[src/rtl/therm_pkg.sv]
`timescale 1ns/1ps
package therm_pkg;
  localparam int TMR_W    = 8;
  localparam int ADDR_W   = 2;
  localparam int SHOW_MIN = 2;

  typedef logic [TMR_W-1:0] tmr_t;

  localparam logic [ADDR_W-1:0] A_DUR = 2'd0;
  localparam logic [ADDR_W-1:0] A_LIM = 2'd1;
  localparam logic [ADDR_W-1:0] A_ALM = 2'd2;

  // Host view of the duration register: flag only below SHOW_MIN steps.
  function automatic tmr_t f_reading(tmr_t steps, logic seen);
    if (steps >= tmr_t'(SHOW_MIN)) return steps;
    return {{(TMR_W-1){1'b0}}, seen};
  endfunction

  // Saturating increment.
  function automatic tmr_t f_sat_inc(tmr_t v);
    if (v == '1) return v;
    return v + tmr_t'(1);
  endfunction

  // Over-limit test; a zero limit trips at once.
  function automatic logic f_over(tmr_t steps, tmr_t lim);
    return (lim == '0) || (steps > lim);
  endfunction
endpackage

[src/rtl/therm_sync.sv]
`timescale 1ns/1ps
module therm_sync #(
  parameter int STAGES = 2
) (
  input  logic clk,
  input  logic rst_n,
  input  logic din_n,
  output logic act,
  output logic act_rise
);
  logic [STAGES-1:0] sh;
  logic              act_q;

  genvar g;
  generate
    for (g = 0; g < STAGES; g++) begin : g_stage
      if (g == 0) begin : g_first
        always_ff @(posedge clk or negedge rst_n)
          if (!rst_n) sh[g] <= 1'b1;
          else        sh[g] <= din_n;
      end else begin : g_next
        always_ff @(posedge clk or negedge rst_n)
          if (!rst_n) sh[g] <= 1'b1;
          else        sh[g] <= sh[g-1];
      end
    end
  endgenerate

  assign act = ~sh[STAGES-1];

  always_ff @(posedge clk or negedge rst_n)
    if (!rst_n) act_q <= 1'b0;
    else        act_q <= act;

  assign act_rise = act & ~act_q;
endmodule

[src/rtl/therm_prescaler.sv]
`timescale 1ns/1ps
module therm_prescaler #(
  parameter int TICK_CYCLES = 1138000
) (
  input  logic clk,
  input  logic rst_n,
  input  logic en,
  output logic tick
);
  localparam int PRE_W = (TICK_CYCLES > 1) ? $clog2(TICK_CYCLES) : 1;
  localparam logic [PRE_W-1:0] LAST = PRE_W'(TICK_CYCLES - 1);

  logic [PRE_W-1:0] pre;

  assign tick = en && (pre == LAST);

  always_ff @(posedge clk or negedge rst_n)
    if (!rst_n)    pre <= '0;
    else if (tick) pre <= '0;
    else if (en)   pre <= pre + PRE_W'(1);
endmodule

[src/rtl/therm_dur_core.sv]
`timescale 1ns/1ps
module therm_dur_core
  import therm_pkg::*;
(
  input  logic clk,
  input  logic rst_n,
  input  logic act,
  input  logic act_rise,
  input  logic tick,
  input  logic clr_stat,
  input  logic clr_alarm,
  input  tmr_t limit,
  output tmr_t steps,
  output logic seen,
  output logic alarm,
  output logic alarm_set,
  output tmr_t reading
);
  assign alarm_set = act && f_over(steps, limit);
  assign reading   = f_reading(steps, seen);

  always_ff @(posedge clk or negedge rst_n)
    if (!rst_n)        steps <= '0;
    else if (clr_stat) steps <= tick ? tmr_t'(1) : '0;
    else if (tick)     steps <= f_sat_inc(steps);

  always_ff @(posedge clk or negedge rst_n)
    if (!rst_n)        seen <= 1'b0;
    else if (act_rise) seen <= 1'b1;
    else if (clr_stat) seen <= 1'b0;

  always_ff @(posedge clk or negedge rst_n)
    if (!rst_n)         alarm <= 1'b0;
    else if (alarm_set) alarm <= 1'b1;
    else if (clr_alarm) alarm <= 1'b0;
endmodule

[src/rtl/therm_dur_regs.sv]
`timescale 1ns/1ps
module therm_dur_regs
  import therm_pkg::*;
(
  input  logic              clk,
  input  logic              rst_n,
  input  logic [ADDR_W-1:0] addr,
  input  logic              wr,
  input  logic              rd,
  input  tmr_t              wdata,
  input  tmr_t              reading,
  input  logic              alarm,
  output tmr_t              limit,
  output tmr_t              rdata,
  output logic              clr_stat,
  output logic              clr_alarm
);
  assign clr_stat  = rd && (addr == A_DUR);
  assign clr_alarm = rd && (addr == A_ALM);

  always_ff @(posedge clk or negedge rst_n)
    if (!rst_n)                      limit <= '0;
    else if (wr && (addr == A_LIM))  limit <= wdata;

  always_comb begin
    unique case (addr)
      A_DUR:   rdata = reading;
      A_LIM:   rdata = limit;
      A_ALM:   rdata = {{(TMR_W-1){1'b0}}, alarm};
      default: rdata = '0;
    endcase
  end
endmodule

[src/rtl/therm_dur_timer.sv]
`timescale 1ns/1ps
module therm_dur_timer
  import therm_pkg::*;
#(
  parameter int TICK_CYCLES = 1138000,
  parameter int SYNC_STAGES = 2
) (
  input  logic              clk,
  input  logic              rst_n,
  input  logic              therm_n_i,
  input  logic [ADDR_W-1:0] reg_addr_i,
  input  logic              reg_wr_i,
  input  logic              reg_rd_i,
  input  logic [TMR_W-1:0]  reg_wdata_i,
  output logic [TMR_W-1:0]  reg_rdata_o,
  output logic              alarm_o
);
  logic act, act_rise, tick, clr_stat, clr_alarm, seen, alarm_set;
  tmr_t steps, limit, reading;

  therm_sync #(.STAGES(SYNC_STAGES)) u_sync (
    .clk(clk), .rst_n(rst_n), .din_n(therm_n_i), .act(act), .act_rise(act_rise)
  );

  therm_prescaler #(.TICK_CYCLES(TICK_CYCLES)) u_pre (
    .clk(clk), .rst_n(rst_n), .en(act), .tick(tick)
  );

  therm_dur_core u_core (
    .clk(clk), .rst_n(rst_n), .act(act), .act_rise(act_rise), .tick(tick),
    .clr_stat(clr_stat), .clr_alarm(clr_alarm), .limit(limit),
    .steps(steps), .seen(seen), .alarm(alarm_o), .alarm_set(alarm_set),
    .reading(reading)
  );

  therm_dur_regs u_regs (
    .clk(clk), .rst_n(rst_n), .addr(reg_addr_i), .wr(reg_wr_i), .rd(reg_rd_i),
    .wdata(reg_wdata_i), .reading(reading), .alarm(alarm_o), .limit(limit),
    .rdata(reg_rdata_o), .clr_stat(clr_stat), .clr_alarm(clr_alarm)
  );
endmodule

[config.mk]
export PLATFORM = sky130hd
export DESIGN_NAME = therm_dur_timer
export DESIGN_NICKNAME = d
export VERILOG_FILES = /design/src/rtl/therm_pkg.sv /design/src/rtl/therm_sync.sv /design/src/rtl/therm_prescaler.sv /design/src/rtl/therm_dur_core.sv /design/src/rtl/therm_dur_regs.sv /design/src/rtl/therm_dur_timer.sv
export SDC_FILE = /design/constraint.sdc
export NUM_CORES = 1
export LEC_CHECK = 0
export ABC_AREA = 0
export BUFFER_PORTS_ARGS = -buffer_cell sky130_fd_sc_hd__buf_2
export CAP_MARGIN = 20
export CORE_AREA = 2 2 70 72
export DETAILED_ROUTE_END_ITERATION = 8
export DIE_AREA = 0 0 72 74
export PLACE_DENSITY = 0.71
export SLEW_MARGIN = 20
export SYNTH_ARGS = -nofsm -noshare
export SYNTH_HDL_FRONTEND = slang
export SYNTH_SLANG_ARGS = --single-unit
[constraint.sdc]
create_clock -name clk -period 1.6 [get_ports clk]
set_input_delay 0.24 -clock clk [delete_from_list [all_inputs] [get_ports clk]]
set_output_delay 0.24 -clock clk [all_outputs]
set_load 0.02 [all_outputs]
== Word-level counts from Yosys, hierarchy flattened ==
Index checks and enable logic that the tools add are counted.
Operators by class
  add/subtract/negate cells: 2
  equality and inequality tests: 6
  reduce and logical (&&, ||, !) cells: 12
  bitwise logic cells: 3
  order comparisons: 2
  mux-type cells: 17
Operator list (number)
  two-way mux 21 bit: 2
  two-way mux 8 bit: 5
  case mux 8 bit (3 select lines): 1
  adder 21 x 1 -> 21 bit (second input constant): 1
  equality test 21 bit (second input constant): 1
  two-way mux 1 bit: 9
  adder 8 x 1 -> 8 bit (second input constant): 1
  equality test 8 bit (second input constant): 1
  greater-or-equal comparator 8 x 2 -> 1 bit (second input constant): 1
  greater-than comparator 8 bit: 1
  logical NOT 8 bit: 1
  nonzero test 2 bit: 3
  logical AND 1 bit: 5
  != test 3 bit (second input constant): 1
  equality test 2 x 1 -> 1 bit (second input constant): 1
  equality test 2 bit (second input constant): 1
  logical NOT 2 bit: 1
  != test 2 x 1 -> 1 bit (second input constant): 1
  inverter 1 bit: 2
  AND reduction 2 bit: 1
  bitwise AND 1 bit: 1
  logical OR 1 bit: 1
Word-level totals
  output and inout bits: 9
  register bits: 42
  logic and storage cells: 50

== Longest topological paths before layout ==
  word-level depth: 7
  gate-level depth with buffers: 7

== Cells and area by module ==
A second synthesis with hierarchy kept.
Unflattened totals
  cell total of the unflattened synthesis: 242
  area total of the unflattened synthesis: 2434.8 um^2
By module, submodules not included
  therm_prescaler: times used 1, cells an instance 102, area an instance 1033.5 um^2
  therm_dur_core: times used 1, cells an instance 97, area an instance 859.6 um^2
  therm_dur_regs: times used 1, cells an instance 38, area an instance 456.7 um^2
  therm_sync: times used 1, cells an instance 5, area an instance 85.1 um^2

== Worst setup path after synthesis ==
No wires, ideal clock.
  kind: reg2out
  start point: register u_core.steps[0]
  end point: output port reg_rdata_o[0]
  setup slack: -0.328 ns
  data arrival time: 1.688 ns
  data required time: 1.360 ns
  stages on the path, launching flop included: 7
  path through: dfrtp_1 -> inv_1 -> ha_1 -> nor4_1 -> a31o_2 -> mux2i_1 -> o21ai_0
On the way
  cells in the longest elaborated chain, start to end: 4
RTL lines
  start: declaration: RTL line therm_dur_core.sv:13  | output tmr_t steps,
  start signal: assignment: RTL line therm_dur_core.sv:24  | else if (clr_stat) steps <= tick ? tmr_t'(1) : '0;
  start signal: assignment: RTL line therm_dur_core.sv:25  | else if (tick) steps <= f_sat_inc(steps);
  greater-or-equal comparator 8 x 2 -> 1 bit: RTL line therm_pkg.sv:15  | if (steps >= tmr_t'(SHOW_MIN)) return steps;
  two-way mux 1 bit: RTL line therm_pkg.sv:15
  two-way mux 8 bit (*): RTL line therm_pkg.sv:16  | return {{(TMR_W-1){1'b0}}, seen};
  case mux 8 bit (3 select lines) (*): RTL line therm_dur_regs.sv:26  | unique case (addr)
  end: declaration: RTL line therm_dur_timer.sv:15  | output logic [TMR_W-1:0] reg_rdata_o,
Every way passes the cells marked *; elsewhere a longest branch is shown, timed or not. The select of a mux whose other input is x is not followed.

== Worst setup path in the final report ==
  start point: register u_core.steps[1]
  end point: output port reg_rdata_o[0]
On the way
  cells in the longest elaborated chain, start to end: 4
RTL lines (RTL line)
  greater-or-equal comparator 8 x 2 -> 1 bit: therm_pkg.sv:15
  two-way mux 1 bit: therm_pkg.sv:15
  two-way mux 8 bit: therm_pkg.sv:16
  case mux 8 bit (3 select lines): therm_dur_regs.sv:26
No other way between the ends.

==> out/metrics.yaml <==
worst-r2r-setup-slack_ns: -0.19
worst_hold_slack_ns: -0.0000386
area_growth_syn_to_layout_pct: 42.4
global_route_wire_length_before_repair_um: 9210
run_status: "finished, violations left"
clk_pin_slew_ns: 0.09
via_count: 2104
yosys.cell_types.count: 47
grt_antenna_before_repair: 0
n_antenna_cell: 0
total_power_mw: 2.62
cts-root-to-sink-buffers: 2
startpoint_type_of_the_worst_setup_path: "flop"
place.port_buffers: 23
drtAntennaViolNets: 0
share_of_yosys_cell_area_claimed_by_the_top_area_cell_type_pct: 42.5
placeableCoreArea_um2: 4600
cellPowerDensity_nw_per_um2: 781
most-common-layout-cells: "sky130_fd_sc_hd__buf_4 (56), sky130_fd_sc_hd__dfrtp_1 (40), sky130_fd_sc_hd__nor2_1 (25)"
timing.max_cap.violations: 0
hold_violations: 1
cp_data_arrival_time_ns: 1.83
setup_violations: 17
crit_path_cell_trace: "ha_2, nor4_4, a21oi_1, a31o_2, mux2i_1, o21ai_2, buf_2"
syn_nets: 257
drt-wirelength-per-cell_um: 16.3
viasPerCell: 5.63
fraction_of_final_layout_cells_with_drive_strength_greater_than_1_pct: 47.5
netlist_instances: 231
failing_checks: "negative hold slack, negative setup slack"
grt_start_max_net_pins: 43
count_of_boundary_i_o_pins: 24
post-route-drc-count: 0
drt_wl_total_um: 6110
yosysSeqAreaShare_pct: 44.8
die_x_um: 72
worst-endpoint-required_ns: 1.36
hp-class: "input pin to async pin"
dp_hpwl_um: 3870
cts_sinks: 42
instances_no_fill: 374
site_rows: 25
synth.area.top_cells: "sky130_fd_sc_hd__dfrtp_1 (43%), sky130_fd_sc_hd__ha_1 (5.8%), sky130_fd_sc_hd__xnor2_1 (4.8%)"
worst_ir_drop_vdd_mv: 0.762
final_core_util_pct: 72.9
worst_slew_margin_rel_pct: 63.6
numPlacedInstances: 350
async_flop_share_pct: 100
setup_repair_after_global_routing_missed_its_margin: "yes"
maxSlewViolCount: 0
global_route.usage.total_pct: 22.7
dieArea_um2: 5330
ff2ff_path_depth: 6
slowest_stage: "sky130_fd_sc_hd__dfrtp_1"
path_class: "flop to primary output"
finalCriticalPeriod_ns: 2.07
globalRoute.totalOverflow: 0
nFillCells: 312
crit_path_end_kind: "primary output"
synth_area_um2: 2350
tightestPinTransition_ns: 0.547
cts_tree: "built"
number_of_clock_buffers_inserted_by_tritoncts: 5
first_global_vias: 1991
final_common_cell: "sky130_fd_sc_hd__buf_4"
num-nets-final: 345
initial_utilization_pct: 51.2
drt_first_iter_violations: 97
synth_area_leader_cell: "sky130_fd_sc_hd__dfrtp_1"
achievable-frequency_mhz: 482
first_pass_iters: 5
synth_edf_count: 0
die_y_um: 74
post_synthesis_average_cell_area_um2: 10.2
ys_dominant_reg_cell: "sky130_fd_sc_hd__dfrtp_1"
rr_startpoint: "u_pre.pre[0]"
insertion_delay_ns: 0.31
timing.final.ws_setup_ns: -0.475
r2r-end: "u_pre.pre[18]"
gp_congestion: 0.824
critical_path.max_fanout: 3
critPathMaxStageDelay_ns: 0.41
htree_levels: 2
synth-seq-cells: 42
finalCritPeriodShare_pct: 130
worst_clock_skew_ns: 0.0110
power.leakage_nw: 1.65
number_of_warnings_issued_by_yosys: 0
cts.root.buffer_cell: "sky130_fd_sc_hd__clkbuf_8"
==> cell type report <==
class                      instances  area, um2  share of cell area, %
multi-input combinational        170       1450                   43.3
sequential                        42       1050                   31.4
timing repair buffer              89        648                   19.3
clock buffer                       7       86.3                   2.58
tap                               54       67.6                   2.02
inverter                          11       41.3                   1.23
clock inverter                     1       5.00                  0.149
==> flip-flops by register name, indices dropped and copies added (netlist names) <==
register / count
u_pre.pre: 21
u_core.steps: 8
u_regs.limit: 8
u_sync.sh: 2
u_core.alarm: 1
u_core.seen: 1
u_sync.act_q: 1
==> layer usage <==
metal | GRT usage, % | wire length (um) | part of all wire, % | vias to the layer above
met5 | 0 | 0 | 0 | -
met4 | 7.97 | 139 | 2.3 | 0
met3 | 4.07 | 224 | 3.7 | 13
met2 | 40.0 | 3160 | 52 | 61
met1 | 28.2 | 2580 | 42 | 1038
li1 | - | - | - | 992
==> where the power goes <==
part           internal (mW)  leakage, nW  switching, mW  total, mW
clock network          0.348       0.0482          0.372      0.720
registers               1.18        0.547         0.0919       1.27
logic                  0.317         1.05          0.311      0.629
==> worst max-delay path by stage <==
stage                            endpoint  cells after the start  slack, ns            start
after floorplan             u_pre.pre[18]                      6      -0.12     u_pre.pre[0]
after global placement    u_core.steps[5]                      7      -0.11  u_core.steps[1]
after detailed placement   reg_rdata_o[0]                      8      -0.20  u_core.steps[0]
after CTS                  reg_rdata_o[0]                      6      -0.48  u_core.steps[7]
after global routing       reg_rdata_o[0]                      7      -0.53  u_core.steps[1]
final                      reg_rdata_o[0]                      7      -0.47  u_core.steps[1]
==> worst max-delay path, delay by kind of cell (launching register included) <==
family                   cells  cell delay (ns)
AO/OA/AOI/OAI                3             0.41
adder cells (fa/ha/maj)      1             0.20
buffers and inverters        1             0.15
flip-flops                   1             0.41
multiplexers                 1             0.16
AND/OR/NAND/NOR              1             0.18
==> per-stage QoR <==
stage / hold WS, ns / worst slack [ns] / TNS [ns] / cell area [um2]
global placement: 0.340 / -0.106 / -0.834 / 2900
CTS: 0.00937 / -0.483 / -1.72 / 3130
detailed placement: 0.344 / -0.205 / -1.96 / 2900
floorplan: -0.0556 / -0.123 / -0.325 / 2370
global route: 0.0200 / -0.531 / -3.64 / 3350
finish: -0.0000386 / -0.475 / -1.76 / 3350
==> cells in the mapped netlist (all sizes together) (6+ instances only) <==
| library cell | n |
|---|---|
| nand3 | 11 |
| clkbuf | 6 |
| xnor2 | 13 |
| mux2i | 10 |
| dfrtp | 40 |
| nor2 | 29 |
| xor2 | 6 |
| nand4 | 7 |
| inv | 11 |
| a21oi | 7 |
| ha | 11 |
| nand2 | 16 |
| mux2 | 9 |
| o21ai | 6 |
==> cells by family after synthesis <==
| logic type | Yosys count | synth area share [%] |
|---|---|---|
| buffers and inverters | 19 | 3.08 |
| xor gates and xnor gates | 19 | 7.07 |
| and+or+nand+nor | 100 | 25.0 |
| muxes | 19 | 8.72 |
| adders and majority gates | 11 | 5.85 |
| DFF | 42 | 44.8 |
| AOI/OAI and AO/OA | 21 | 5.53 |
==> timing repair <==
action                                  in CTS  in global routing
endpoints found under the setup margin      18                 23
pin swaps                                   10                 27
hold buffers                                 0                  0
setup buffers                                7                 12
resized for setup                           19                 30
(Power assumes the default switching activity.)
